### src/rtl/dual_interval_timer.sv
module dual_interval_timer #(
  parameter int MODE_BIT = 6
) (
  input  logic       clk,
  input  logic       rst_n,
  input  logic       tick,
  input  logic [7:0] aux_ctrl,
  input  logic       sel,
  input  logic       wr,
  input  logic [3:0] addr,
  input  logic [7:0] wdata,
  output logic [7:0] rdata,
  output logic       t1_set,
  output logic       t2_set,
  output logic       t1_clr,
  output logic       t2_clr
);
  localparam logic [15:0] ONES = 16'hFFFF;

  logic [15:0] lat1, lat2, cnt1, cnt2;
  logic        ld1, ld2, arm1, arm2;
  logic        wr_hit, rd_hit, free;

  assign wr_hit = sel & wr;
  assign rd_hit = sel & ~wr;
  assign free   = aux_ctrl[MODE_BIT];

  assign t1_set = tick & ~ld1 & (cnt1 == 16'h0000) & (free | arm1);
  assign t2_set = tick & ~ld2 & (cnt2 == 16'h0000) & arm2;

  assign t1_clr = (wr_hit & (addr == 4'd5 || addr == 4'd7)) | (rd_hit & addr == 4'd4);
  assign t2_clr = (wr_hit & addr == 4'd9) | (rd_hit & addr == 4'd8);

  always_comb begin
    rdata = 8'h00;
    if (rd_hit) begin
      case (addr)
        4'd4:    rdata = cnt1[7:0];
        4'd5:    rdata = cnt1[15:8];
        4'd6:    rdata = lat1[7:0];
        4'd7:    rdata = lat1[15:8];
        4'd8:    rdata = cnt2[7:0];
        4'd9:    rdata = cnt2[15:8];
        default: rdata = 8'h00;
      endcase
    end
  end

  always_ff @(posedge clk) begin
    if (!rst_n) begin
      lat1 <= ONES;
      lat2 <= ONES;
    end else if (wr_hit) begin
      case (addr)
        4'd4, 4'd6: lat1[7:0]  <= wdata;
        4'd5, 4'd7: lat1[15:8] <= wdata;
        4'd8:       lat2[7:0]  <= wdata;
        4'd9:       lat2[15:8] <= wdata;
        default: ;
      endcase
    end
  end

  always_ff @(posedge clk) begin
    if (!rst_n) begin
      cnt1 <= ONES;
      ld1  <= 1'b0;
      arm1 <= 1'b0;
    end else begin
      if (wr_hit && addr == 4'd5) ld1 <= 1'b1;
      else if (tick)              ld1 <= 1'b0;
      if (tick) begin
        if (ld1) begin
          cnt1 <= lat1;
          arm1 <= 1'b1;
        end else begin
          if (cnt1 == ONES && free) cnt1 <= lat1;
          else                      cnt1 <= cnt1 - 16'd1;
          if (t1_set) arm1 <= 1'b0;
        end
      end
    end
  end

  always_ff @(posedge clk) begin
    if (!rst_n) begin
      cnt2 <= ONES;
      ld2  <= 1'b0;
      arm2 <= 1'b0;
    end else begin
      if (wr_hit && addr == 4'd9) ld2 <= 1'b1;
      else if (tick)              ld2 <= 1'b0;
      if (tick) begin
        if (ld2) begin
          cnt2 <= lat2;
          arm2 <= 1'b1;
        end else begin
          cnt2 <= cnt2 - 16'd1;
          if (t2_set) arm2 <= 1'b0;
        end
      end
    end
  end

  a_r10_no_tick_hold: assert property (@(posedge clk) disable iff (!rst_n)
    !tick |=> ($stable(cnt1) && $stable(cnt2)));

  a_r7_reload_from_latch: assert property (@(posedge clk) disable iff (!rst_n)
    (tick && free && !ld1 && cnt1 == ONES) |=> (cnt1 == $past(lat1)));

  a_r8_set_then_wrap: assert property (@(posedge clk) disable iff (!rst_n)
    t1_set |=> (cnt1 == ONES));

  a_r8_oneshot_disarm: assert property (@(posedge clk) disable iff (!rst_n)
    (t1_set && !free) |=> !arm1);

  a_r9_t2_set_then_wrap: assert property (@(posedge clk) disable iff (!rst_n)
    t2_set |=> (cnt2 == ONES));

  a_r4_latch_high_written: assert property (@(posedge clk) disable iff (!rst_n)
    (sel && wr && addr == 4'd7) |=> (lat1[15:8] == $past(wdata)));

  a_r2_low_write_keeps_count: assert property (@(posedge clk) disable iff (!rst_n)
    (sel && wr && addr == 4'd4 && !tick) |=> $stable(cnt1));
endmodule

### config.mk
export PLATFORM = sky130hd
export DESIGN_NAME = dual_interval_timer
export DESIGN_NICKNAME = d
export VERILOG_FILES = /design/src/rtl/dual_interval_timer.sv
export SDC_FILE = /design/constraint.sdc
export NUM_CORES = 1
export LEC_CHECK = 0
export BUFFER_PORTS_ARGS = -buffer_cell sky130_fd_sc_hd__buf_2
export CELL_PAD_IN_SITES_DETAIL_PLACEMENT = 0
export CELL_PAD_IN_SITES_GLOBAL_PLACEMENT = 1
export CORE_ASPECT_RATIO = 1.5
export CORE_MARGIN = 2
export CORE_UTILIZATION = 30
export DETAILED_ROUTE_END_ITERATION = 12
export MAX_ROUTING_LAYER = met4
export PLACE_DENSITY_LB_ADDON = 0.1
export SKIP_CTS_REPAIR_TIMING = 1
export SYNTH_ARGS = -nofsm -noshare
export SYNTH_HDL_FRONTEND = slang
export SYNTH_SLANG_ARGS = --single-unit
### constraint.sdc
create_clock -name clk -period 6.71 [get_ports clk]
set_clock_uncertainty 0.2 [all_clocks]
set_input_delay 1.342 -clock clk [delete_from_list [all_inputs] [get_ports clk]]
set_output_delay 1.342 -clock clk [all_outputs]
set_load 0.02 [all_outputs]
Word level (Yosys, flattened, before mapping)
Cells that the tools add are included.
{"block": "word_totals", "out_inout_bits": 12, "register_bits": 68, "word_cells": 67, "in_bits": 25}
{"block": "op_classes", "reduce_logical": 18, "n_bitwise": 18, "addsub": 2, "n_mux": 12, "eq_ne": 7}
{"cell": "2-to-1 mux 16 bit", "n": 3}
{"cell": "one-hot mux 8 bit (6 select lines)", "n": 1}
{"cell": "zero test 16 bit", "n": 2}
{"cell": "subtractor 16 x 1 -> 16 bit, second input constant", "n": 2}
{"cell": "equality test 16 bit, second input constant", "n": 1}
{"cell": "equality test 4 x 3 -> 1 bit, second input constant", "n": 4}
{"cell": "bitwise AND 1 bit", "n": 12}
{"cell": "AND reduction 2 bit", "n": 6}
{"cell": "equality test 4 bit, second input constant", "n": 2}
{"cell": "2-to-1 mux 8 bit", "n": 1}
{"cell": "nonzero test 2 bit", "n": 4}
{"cell": "2-to-1 mux 1 bit", "n": 7}
{"cell": "OR reduction 2 bit", "n": 2}
{"cell": "logical AND 1 bit", "n": 3}
{"cell": "NOT 1 bit", "n": 3}
{"cell": "OR 1 bit", "n": 3}
{"cell": "logical OR 1 bit", "n": 1}

Depth between registers and ports, before layout
{"block": "depth", "ltp_word": 6, "depth_mapped": 8, "ltp_nobuf": 7}

Worst setup path after synthesis
OpenSTA, ideal clock, no wires.
{"block": "synth_path", "path_type": "in2out", "start": "in addr[3]", "end": "out rdata[0]", "slack_ps": 2473, "arrival_ps": 2695, "path_stages": 6, "cell_sequence": "nor2b_1 nor2b_1 clkbuf_1 a22oi_1 o21a_1 a21oi_1"}
{"block": "synth_between", "elab_chain_cells": 3, "elab_cells_between_ends": 8}
{"item": "start, declared", "line_no": "10", "text": "input logic [3:0] addr,"}
{"item": "equality test 4 bit or equality test 4 x 3 -> 1 bit (tied branches)", "line_no": "37", "text": "case (addr)"}
{"item": "one-hot mux 8 bit (6 select lines) *", "line_no": "37"}
{"item": "2-to-1 mux 8 bit *", "line_no": "36", "text": "if (rd_hit) begin"}
{"item": "end, declared", "line_no": "12", "text": "output logic [7:0] rdata,"}
Mark *: on every way between the ends. The rest lies on a longest branch, timed or not.

Worst setup path after layout
{"block": "layout_path", "start": "in addr[3]", "end": "out rdata[7]"}
The elaborated chain is that of the path after synthesis.

==> flow_summary.ini <==
[sta]
post-route-period-util = 0.735
fin_setup_tns_ps = 0
slew_viol_final = 0
grt_setup_unrepaired = no
hold_slack_ps = 256
final-setup-viol-count = 0
worst-slew-pin-transition_ps = 820
clock.fmax_mhz = 203
timing.max_slew.rel_slack = 0.452
fin_crit_ps = 4930
finalHoldViolCount = 0

[global_routing]
grt_max_degree = 56
gr-usage-all-layers = 0.205
grt-ovfl-total = 0
global_route_wire_length_before_repair_um = 20900
antenna_found_initial = 0
number_of_global_route_vias_before_repair = 3482

[worst_setup_path]
worst-path-max-fanout = 12
critPathLaunchType = input port
type_of_element_capturing_the_critical_path = output pin
path_class = input port to output pin
worst_endpoint_data_arrival_time_ps = 3390
crit_required_ps = 5170

[clock_network]
worst_skew_pair.late_latency_ps = 340
tritoncts = yes
clockRootBuffer = clkbuf_16
clk_path_buf_depth = 2
clk_pin_slew_worst_paths_ps = 60
cts_htree_levels = 3
cts.sink_count = 68
number_of_buffers_created_by_cts = 9

[cells_and_area]
layout.area.seq_mm2 = 0.00136
layout.filler_cells = 1372
finish.net_count = 541
area_growth_from_synthesis_to_layout_pct = 13.5
multiInputGateArea_mm2 = 0.00228
post_layout_nonfiller_instances = 673
drive_above_1_share = 0.132
antenna-diode-count = 0

[placed_design]
hpwl_um = 9640
numPortBuffers = 29
globalplace.congestion = 0.838
dpl.cell_count = 657

[logic_synthesis]
number_of_synthesized_flops_with_an_enable_pin = 0
synth_area_leader_cell = dfxtp_1
synth_sequential_area_ratio = 0.352
synthDistinctLibCells = 58
synth-warning-count = 0
synth_async_sr_flop_share = 0
synth_ff_type = dfxtp_1
yosysTopAreaCellShare = 0.352
synth_area_per_cell_um2 = 7.67
synth_nets = 534
postSynthCellCount = 505
ys_seq_elements = 68
synth.top_cells.by_area = dfxtp_1 (35%), nand2_1 (10%), nand3_1 (5.6%)
netlist_area_mm2 = 0.00387

[floorplanning]
start_util = 0.309
chipHeight_um = 143
die_area_mm2 = 0.0138
die_x_um = 96.8
fp-row-count = 50
fp.coreArea_mm2 = 0.0125
top_level_ports = 37

[pwr]
power.density_cell_area_mw_per_mm2 = 283
vdd_ir_drop_max_mv = 0.120
power.switching_mw = 0.385
combinationalPowerShare = 0.196
power.sequential.fraction = 0.383
intPower_mw = 0.858
switching_share_of_power = 0.310
power_leakage_nw = 1.71
p_total_mw = 1.24
clockPowerShare = 0.422

[run]
maxCapViolations = 0

[route]
viasPerCell = 5.47
drt-wirelength-per-cell_um = 20.1
violation_count_after_the_first_detailed_route_iteration = 188
ant_nets = 0
drt_pass1_iterations = 5
routed_vias = 3679
drt_wl_total_um = 13500
drc = 0

[hold_path]
min_path_type = flop to flop

[outcome]
run_status = finished clean
[synth_stat cells, drive strengths merged, types with 5 or more instances]
master,n
a221o,7
a22o,5
buf,14
nand2,104
nor3,11
a22oi,9
o41ai,5
nor4,5
mux2i,17
o211ai,6
nor2,30
or2,5
a21oi,25
inv,10
o21ai,34
nand3,43
o2111ai,5
a31oi,6
clkbuf,25
nor2b,7
o22ai,5
nand4,7
dfxtp,68
or3,5
[worst paths after layout]
kind / from / endpoint / slack [ps] / depth (start not counted)
worst max-delay path: addr[3] / rdata[7] / 1780 / 6
worst min-delay path: arm2 / arm2 / 260 / 2
worst max register to register: cnt1[0] / cnt1[6] / 3600 / 6
worst min register to register: arm2 / arm2 / 260 / 2
[cell type report]
cell class / instances / area share
multi-input cells: 387 / 0.519
flip-flops and latches: 68 / 0.310
clock buffers: 9 / 0.0513
well taps: 156 / 0.0444
repair buffers: 35 / 0.0433
clock inverters: 7 / 0.0225
inverters: 11 / 0.00940
[layer usage]
layer	up-vias	wire [µm]	track usage
met2	93	7140	0.370
met4	0	463	0.0875
li1	1834	-	-
met5	-	0	-
met3	26	422	0.0259
met1	1726	5470	0.228
[power groups by stage]
stage	Clock, mW	Combinational, mW	Sequential [mW]
floorplan	0	0.218	0.463
global placement	0	0.241	0.485
detailed placement	0	0.243	0.486
CTS	0.538	0.243	0.476
global route	0.556	0.270	0.482
finish	0.524	0.243	0.476
[flip-flops by register name, indices dropped and copies added (netlist names)]
| signal | count |
|---|---|
| lat2 | 16 |
| arm2 | 1 |
| lat1 | 16 |
| cnt2 | 16 |
| cnt1 | 16 |
| ld1 | 1 |
| arm1 | 1 |
| ld2 | 1 |
[worst max-delay path, cell delays in order]
cell and delay, ps:
buf_2 100, nor2b_1 310, nor2b_1 720, o21ai_1 420, a31oi_1 300, buf_2 200
[placed cells by master, fill, tap and decap left out, types with 6 or more instances in the layout]
master     count
a21oi_1       25
a221o_1        7
a22oi_1        9
a31oi_1        6
buf_2         29
buf_4          6
clkbuf_16      9
dfxtp_1       68
inv_1         10
mux2i_1       17
nand2_1      104
nand3_1       43
nand4_1        6
nor2_1        29
nor2b_1        7
nor3_1        10
o211ai_1       6
o21ai_0       26
o21ai_1        8
[through the flow]
step / worst slack, ps / utilization / instance area [µm²]
2_1_floorplan: 2470 / - / 3870
3_3_place_gp: 1820 / 0.325 / 4070
3_5_place_dp: 1800 / 0.325 / 4070
4_1_cts: 1780 / 0.351 / 4390
5_1_grt: 1610 / 0.351 / 4390
6_report: 1780 / 0.351 / 4390
[cells by family after synthesis]
group                    after synthesis  share of synthesized area
flip-flops                            68                      0.352
adder cells (fa/ha/maj)                4                     0.0129
XOR/XNOR                               2                    0.00453
AND/OR/NAND/NOR                      239                      0.304
buffers and inverters                 50                     0.0588
AO/OA/AOI/OAI                        122                      0.215
multiplexers                          20                     0.0527
(Power assumes the default switching activity.)
